[src/rtl/mem_order_gate_pkg.sv]
package mem_order_gate_pkg;

    typedef enum logic [2:0] {
        OP_READ  = 3'd0,
        OP_WRITE = 3'd1,
        OP_FULL  = 3'd2,
        OP_WBAR  = 3'd3,
        OP_SYNC  = 3'd4,
        OP_ACQ   = 3'd5,
        OP_REL   = 3'd6,
        OP_RSVD  = 3'd7
    } op_class_e;

    typedef enum logic [2:0] {
        ST_NONE    = 3'd0,
        ST_RD_FULL = 3'd1,
        ST_WR_FULL = 3'd2,
        ST_DRAIN   = 3'd3,
        ST_WBAR    = 3'd4,
        ST_HOLD    = 3'd5,
        ST_SLOT    = 3'd6
    } stall_e;

    typedef enum logic [1:0] {
        SL_IDLE  = 2'd0,
        SL_BLOCK = 2'd1,
        SL_REL   = 2'd2
    } slot_e;

    // Operations that take the single synchronization slot.
    function automatic logic takes_slot(op_class_e c);
        return (c == OP_SYNC) || (c == OP_ACQ) || (c == OP_REL);
    endfunction

    // Operations that block all younger traffic until they complete.
    function automatic logic blocks_younger(op_class_e c);
        return (c == OP_SYNC) || (c == OP_ACQ);
    endfunction

    // Operations that must see every older read and write complete first.
    function automatic logic needs_drain(op_class_e c);
        return (c == OP_FULL) || (c == OP_SYNC) || (c == OP_REL) || (c == OP_RSVD);
    endfunction

endpackage

[src/rtl/mem_order_cnt.sv]
module mem_order_cnt #(
    parameter int DEPTH = 4,
    localparam int CW = $clog2(DEPTH + 1)
) (
    input  logic          clk,
    input  logic          rst,
    input  logic          inc,
    input  logic          dec,
    output logic [CW-1:0] cnt,
    output logic          full,
    output logic          empty
);
    logic up, dn;

    assign full  = (cnt == CW'(DEPTH));
    assign empty = (cnt == '0);
    assign up    = inc && !full;
    assign dn    = dec && !empty;

    always_ff @(posedge clk) begin
        if (rst)
            cnt <= '0;
        else if (up && !dn)
            cnt <= cnt + CW'(1);
        else if (dn && !up)
            cnt <= cnt - CW'(1);
    end
endmodule

[src/rtl/mem_order_decide.sv]
module mem_order_decide
    import mem_order_gate_pkg::*;
(
    input  logic      valid,
    input  op_class_e cls,
    input  logic      rd_empty,
    input  logic      rd_full,
    input  logic      wr_empty,
    input  logic      wr_full,
    input  logic      wbar_armed,
    input  slot_e     slot,
    output logic      grant,
    output stall_e    cause
);
    always_comb begin
        cause = ST_NONE;
        if (!valid)
            cause = ST_NONE;
        else if (slot == SL_BLOCK)
            cause = ST_HOLD;
        else if (takes_slot(cls) && slot == SL_REL)
            cause = ST_SLOT;
        else if (needs_drain(cls) && !(rd_empty && wr_empty))
            cause = ST_DRAIN;
        else if (cls == OP_WRITE && wbar_armed)
            cause = ST_WBAR;
        else if (cls == OP_READ && rd_full)
            cause = ST_RD_FULL;
        else if (cls == OP_WRITE && wr_full)
            cause = ST_WR_FULL;
        grant = valid && (cause == ST_NONE);
    end
endmodule

[src/rtl/mem_order_track.sv]
module mem_order_track
    import mem_order_gate_pkg::*;
#(
    parameter int CW = 4
) (
    input  logic          clk,
    input  logic          rst,
    input  logic          grant,
    input  op_class_e     cls,
    input  logic          sync_done,
    input  logic [CW-1:0] wr_cnt,
    input  logic          wr_inc,
    input  logic          wr_done,
    output logic          wbar_armed,
    output slot_e         slot
);
    logic wr_zero_nx;

    // Write count after this edge is zero.
    assign wr_zero_nx = !wr_inc &&
                        ((wr_cnt == '0) || (wr_cnt == CW'(1) && wr_done));

    always_ff @(posedge clk) begin
        if (rst) begin
            wbar_armed <= 1'b0;
            slot       <= SL_IDLE;
        end else begin
            wbar_armed <= (wbar_armed || (grant && cls == OP_WBAR)) && !wr_zero_nx;
            if (grant && blocks_younger(cls))
                slot <= SL_BLOCK;
            else if (grant && cls == OP_REL)
                slot <= SL_REL;
            else if (sync_done)
                slot <= SL_IDLE;
        end
    end
endmodule

[src/rtl/mem_order_gate.sv]
module mem_order_gate
    import mem_order_gate_pkg::*;
#(
    parameter int RD_DEPTH = 4,
    parameter int WR_DEPTH = 8,
    localparam int RD_CW = $clog2(RD_DEPTH + 1),
    localparam int WR_CW = $clog2(WR_DEPTH + 1)
) (
    input  logic       clk,
    input  logic       rst,
    input  logic       req_valid,
    input  logic [2:0] req_class,
    input  logic       rd_done,
    input  logic       wr_done,
    input  logic       sync_done,
    output logic       grant,
    output logic [2:0] stall_cause
);
    op_class_e        cls;
    stall_e           cause;
    slot_e            slot;
    logic             wbar_armed;
    logic [RD_CW-1:0] rd_cnt;
    logic [WR_CW-1:0] wr_cnt;
    logic             rd_full, rd_empty, wr_full, wr_empty;
    logic             rd_inc, wr_inc;

    assign cls         = op_class_e'(req_class);
    assign stall_cause = cause;
    assign rd_inc      = grant && cls == OP_READ;
    assign wr_inc      = grant && cls == OP_WRITE;

    mem_order_cnt #(.DEPTH(RD_DEPTH)) u_rd_cnt (
        .clk(clk), .rst(rst), .inc(rd_inc), .dec(rd_done),
        .cnt(rd_cnt), .full(rd_full), .empty(rd_empty)
    );

    mem_order_cnt #(.DEPTH(WR_DEPTH)) u_wr_cnt (
        .clk(clk), .rst(rst), .inc(wr_inc), .dec(wr_done),
        .cnt(wr_cnt), .full(wr_full), .empty(wr_empty)
    );

    mem_order_decide u_decide (
        .valid(req_valid), .cls(cls),
        .rd_empty(rd_empty), .rd_full(rd_full),
        .wr_empty(wr_empty), .wr_full(wr_full),
        .wbar_armed(wbar_armed), .slot(slot),
        .grant(grant), .cause(cause)
    );

    mem_order_track #(.CW(WR_CW)) u_track (
        .clk(clk), .rst(rst), .grant(grant), .cls(cls),
        .sync_done(sync_done), .wr_cnt(wr_cnt), .wr_inc(wr_inc),
        .wr_done(wr_done), .wbar_armed(wbar_armed), .slot(slot)
    );
endmodule

[config.mk]
export PLATFORM = sky130hd
export DESIGN_NAME = mem_order_gate
export DESIGN_NICKNAME = d
export VERILOG_FILES = /design/src/rtl/mem_order_gate_pkg.sv /design/src/rtl/mem_order_cnt.sv /design/src/rtl/mem_order_decide.sv /design/src/rtl/mem_order_track.sv /design/src/rtl/mem_order_gate.sv
export SDC_FILE = /design/constraint.sdc
export NUM_CORES = 1
export LEC_CHECK = 0
export CAP_MARGIN = 15
export CORE_MARGIN = 4
export CORE_UTILIZATION = 50
export DETAILED_ROUTE_END_ITERATION = 7
export PLACE_DENSITY_LB_ADDON = 0.1
export SYNTH_ARGS = -nofsm -noshare
export SYNTH_HDL_FRONTEND = slang
export SYNTH_SLANG_ARGS = --single-unit
[constraint.sdc]
create_clock -name clk -period 8.76 [get_ports clk]
set_input_delay 2.628 -clock clk [delete_from_list [all_inputs] [get_ports clk]]
set_output_delay 2.628 -clock clk [all_outputs]
set_load 0.1 [all_outputs]
# Word level (Yosys, flattened, before mapping)
# Index checks and enable logic that the tools add are counted.
# Widths: inputs -> output; s select.
op_classes:
  addsub: 4
  eq_ne: 12
  mux: 14
  reduce_logical: 50
ops:
  columns: ["cell", "count"]
  rows:
  - ["$mux 3", 8]
  - ["$logic_and 1x1->1", 23]
  - ["$eq 3x3->1 const B", 5]
  - ["$logic_not 1->1", 11]
  - ["$logic_not 3->1", 3]
  - ["$mux 4", 2]
  - ["$logic_or 1x1->1", 7]
  - ["$eq 3x2->1 const B", 2]
  - ["$mux 2", 3]
  - ["$reduce_bool 2->1", 3]
  - ["$add 4x1->4 const B", 1]
  - ["$eq 4x1->1 const B", 1]
  - ["$eq 4x4->1 const B", 1]
  - ["$logic_not 4->1", 1]
  - ["$sub 4x1->4 const B", 1]
  - ["$add 3x1->3 const B", 1]
  - ["$eq 3x1->1 const B", 1]
  - ["$reduce_bool 3->1", 1]
  - ["$sub 3x1->3 const B", 1]
  - ["$eq 2x1->1 const B", 1]
  - ["$eq 2x2->1 const B", 1]
  - ["$reduce_or 2->1", 1]
  - ["$mux 1", 1]
totals:
  register_bits: 10
  output_inout_bits: 4
  elab_cells: 85

# Logic depth before layout (Yosys ltp)
logic_depth:
  word_depth: 17
  depth_mapped: 10

# Hierarchy
# From an unflattened synthesis, not the netlist that was laid out.
unflattened:
  cells_unflattened: 85
  area_unflattened_um2: 759.5
modules_own_cells:
  columns: ["module", "n_inst", "cells_each", "area_each_um2", "seq_area_each_um2"]
  rows:
  - ["mem_order_cnt (u_wr_cnt)", 1, 30, 290.3, 80.1]
  - ["mem_order_cnt (u_rd_cnt)", 1, 18, 172.7, 60.1]
  - ["mem_order_track", 1, 15, 137.6, 60.1]
  - ["mem_order_decide", 1, 20, 131.4, 0.0]
  - ["mem_order_gate", 1, 2, 27.5, 0.0]

# Least setup slack after synthesis
# Ideal clock, no wire load.
synth_path:
  path_type: "input to output"
  from: "input req_class[1]"
  to: "output grant"
  t_arrival_ps: 7675
  required_time_ps: 6132
  path_slack_ps: -1543
  path_stages: 3
  path_cell_list: "nor2_1 a21oi_2 a2111oi_0"
synth_via:
  elab_chain_cells: 11
synth_lines:
  columns: ["item", "line", "source"]
  rows:
  - ["start, declared", "mem_order_gate.sv:12", "input logic [2:0] req_class,"]
  - ["$eq 3x1->1 (tied with other cells)", "mem_order_decide.sv:25, mem_order_decide.sv:29", null]
  - ["$logic_and 1x1->1 / $logic_or 1x1->1 (equally long branches)", "mem_order_decide.sv:29, mem_order_gate_pkg.sv:42", null]
  - ["$mux 2 / $logic_or 1x1->1 (equally long branches)", "mem_order_decide.sv:29, mem_order_gate_pkg.sv:42", null]
  - ["$mux 3 / $logic_or 1x1->1 (equally long branches)", "mem_order_decide.sv:27, mem_order_gate_pkg.sv:42", null]
  - ["$mux 3 / $logic_and 1x1->1 (equally long branches)", "mem_order_decide.sv:25, mem_order_decide.sv:23", null]
  - ["$mux 3", "mem_order_decide.sv:23", "else if (needs_drain(cls) && !(rd_empty && wr_empty))"]
  - ["$mux 3 (*)", "mem_order_decide.sv:21", "else if (takes_slot(cls) && slot == SL_REL)"]
  - ["$mux 3 (*)", "mem_order_decide.sv:19", "else if (slot == SL_BLOCK)"]
  - ["$mux 3 (*)", "mem_order_decide.sv:17", "if (!valid)"]
  - ["$logic_not 3->1 (*)", "mem_order_decide.sv:31", "grant = valid && (cause == ST_NONE);"]
  - ["$logic_and 1x1->1 (*)", "mem_order_decide.sv:31", null]
  - ["end, declared", "mem_order_gate.sv:16", "output logic grant,"]
# Mark *: on every way between the ends. The rest lies on a longest branch, timed or not.

# Worst setup path after layout
layout_path:
  from: "input req_class[2]"
  to: "output grant"
# Same word-level chain as after synthesis.

==> run metrics <==
synth cell count leaders=nor2_1 (12), dfxtp_1 (10), nand2_1 (7); Slew Viols, Final=0; RSZ-0062 raised after global routing=false; maximum clock path buffer count=2; global route overflow=0; r2r setup slk=5.98 ns; CTS Hold Bufs=0; clock root buffer=clkbuf_4; number of vias per cell=5.82; EDFF count, synth=0; Post-Syn Area=about 760 sq um; Layout area overhead=21.6%; clock-pin slew of the registers on the worst-case setup and hold paths=about 0.060 ns; clk_skew=approximately 0.006 ns; DP Wirelength=1230 microns; Seq/Total Area, Yosys=26.4%; number of global-route vias before repair=636; Max stage delay on crit path=0.52 ns; Initial Util=55.5%; min-delay src=u_rd_cnt.cnt[2]; WL final=1530 microns; synth warn=0; worst min path class=flop to flop; Min-Delay Path Depth=2; Async SR Flop Fraction=0%; die area=2200 sq um; # DRC=0; synthesized flop and latch total=10; Final Hold Fails=0; core area=1370 sq um; Leak=0.377 nW; Antenna diodes=0; Design Power=0.000288 W; largest net degree at the start of global routing=11; initial DRC count=9; Num Clock Sinks=10; share of layout cells above drive strength 1=11.5%; synth unique cells=34; worst reg-to-reg path cell count=9; Worst setup EP type=primary output; relative slew slack=73.5%; multi-input logic area=542 sq um; Final period util=79.2%; reg2reg end=u_rd_cnt.cnt[2]; CTS tree=yes; depth of the CTS H-tree=1; post_cts resized=0; cts bufs inserted=3; Yosys top cell area share=26.4%; io pins=13; CP Max Fanout=8; maximum vdd drop=0.000166 V; Hold EP=u_rd_cnt.cnt[2]; Die H=46.9 microns; DR vias=693; RePlAce Congestion=0.818; maximum clock frequency=0.144 GHz; GR Util met1=~22%; crit path launch=req_class[2]; pwr dens=312 nW/um^2; initial antenna violation count=0; register area=200 sq um; Global Route Usage Sum=between 15 and 20%; slew at the pin closest to its max-slew limit=0.387 ns; Crit-path slowest cell=clkdlybuf4s50_1; Post-Syn Area per Cell=8.42 sq um; max-cap violations=0; fillers=126; top_reg_cell synth=dfxtp_1; NumNets Final=121; DRT antenna net count=0; die width=46.9 microns; Worst Path Required=6.13 ns; setup tns final=0 ns; Skew-Pair Late Insertion Delay=around 0.26 ns; final worst path period need=6.94 ns; Post CTS Setup Buffer Count=0; CP arrival=4.31 ns; post-synth top area cell=dfxtp_1; GRT met2 Usage=between 20% and 30%; critical path class=input port to primary output; synth top area cells=dfxtp_1 (26%), ha_1 (9.9%), nor2_1 (5.9%); Final setup violation count=0; RR Startpoint=u_rd_cnt.cnt[0]; Net Count, Synth=106; count leader, synth=nor2_1; 1st-pass router iterations=4; outcome=finished, final reports clean; first-pass GRT wire length=2660 microns; M3 GR Usage=2.30%; port bufs=12; average routed wire per standard cell=12.8 microns; Cell Chain, Critical Path=clkdlybuf4s50_1 > nor2_1 > a21oi_2 > a2111oi_2 > buf_4; # rows=13; CP Launch Type=input port; Mapped Cells=90; gr busiest metal=met2
[layout by cell type, fill, tap and decap left out, types with 3 or more instances in the layout]
master,synthesis,final
nor2_1,12,12
dfxtp_1,10,10
clkdlybuf4s50_1,0,8
nand2_1,7,7
a21oi_1,6,6
ha_1,6,6
inv_1,4,4
xor2_1,4,4
buf_4,0,4
nand2b_1,3,3
a21boi_0,3,3
o21ai_0,3,3
clkbuf_4,0,3
[how the worst max path moves through the flow]
stage / to / slack [ns] / cells after the start
4_1_cts: grant / 1.82 / 5
5_1_grt: grant / 1.70 / 5
3_3_place_gp: grant / 1.87 / 5
3_5_place_dp: grant / 1.82 / 5
2_1_floorplan: stall_cause[0] / 0.77 / 5
6_report: grant / 1.82 / 5
[final cells by class]
class                           instances  area share (%)
Multi-Input combinational cell         74            58.8
Sequential cell                        10            21.7
Timing Repair Buffer                   12            11.9
Clock buffer                            4            3.93
Tap cell                               15            2.04
Inverter                                4            1.63
[registers in the layout (all words and copies together) (netlist names)]
register            count
u_track.slot            2
u_rd_cnt.cnt            3
u_track.wbar_armed      1
u_wr_cnt.cnt            4
[power by group]
part | switching (W) | total (W) | internal, W
Sequential | 0.0000156 | 0.0000744 | 0.0000588
Combinational | 0.000110 | 0.000173 | 0.0000625
Clock | 0.0000153 | 0.0000405 | 0.0000252
Total | 0.000141 | 0.000288 | 0.000146
[per-layer routing]
| metal | part of all wire [%] | wire, microns |
|---|---|---|
| met1 | 49 | 753 |
| met2 | 46 | 708 |
| met3 | 3.3 | 50 |
| met4 | 1.1 | 17 |
| met5 | 0 | 0 |
[critical path, delay by kind of cell]
kind / cells / cell delay (ns)
and+or+nand+nor: 1 / 0.29
buffers and inverters: 2 / 0.87
AOI/OAI and AO/OA: 2 / 0.52
[stage by stage]
step	setup WS [ns]	hold WS, ns	std cells	cell area [sq um]	utilization, %
floorplan	0.765	0.462	90	764	-
global placement	1.87	0.484	115	886	64.8
detailed placement	1.82	0.494	115	886	64.8
CTS	1.82	0.502	119	922	67.5
global route	1.70	0.546	119	922	67.5
finish	1.82	0.502	119	922	67.5
[kinds of logic after synthesis]
group / Yosys count / share of synthesized area [%]
muxes: 2 / 2.64
buffers and inverters: 6 / 2.97
AOI/OAI and AO/OA: 22 / 20.1
DFF: 10 / 26.4
adders and majority gates: 7 / 12.5
xor gates and xnor gates: 5 / 5.78
and+or+nand+nor: 38 / 29.5
No activity file was read; power rests on OpenSTA's default activity.
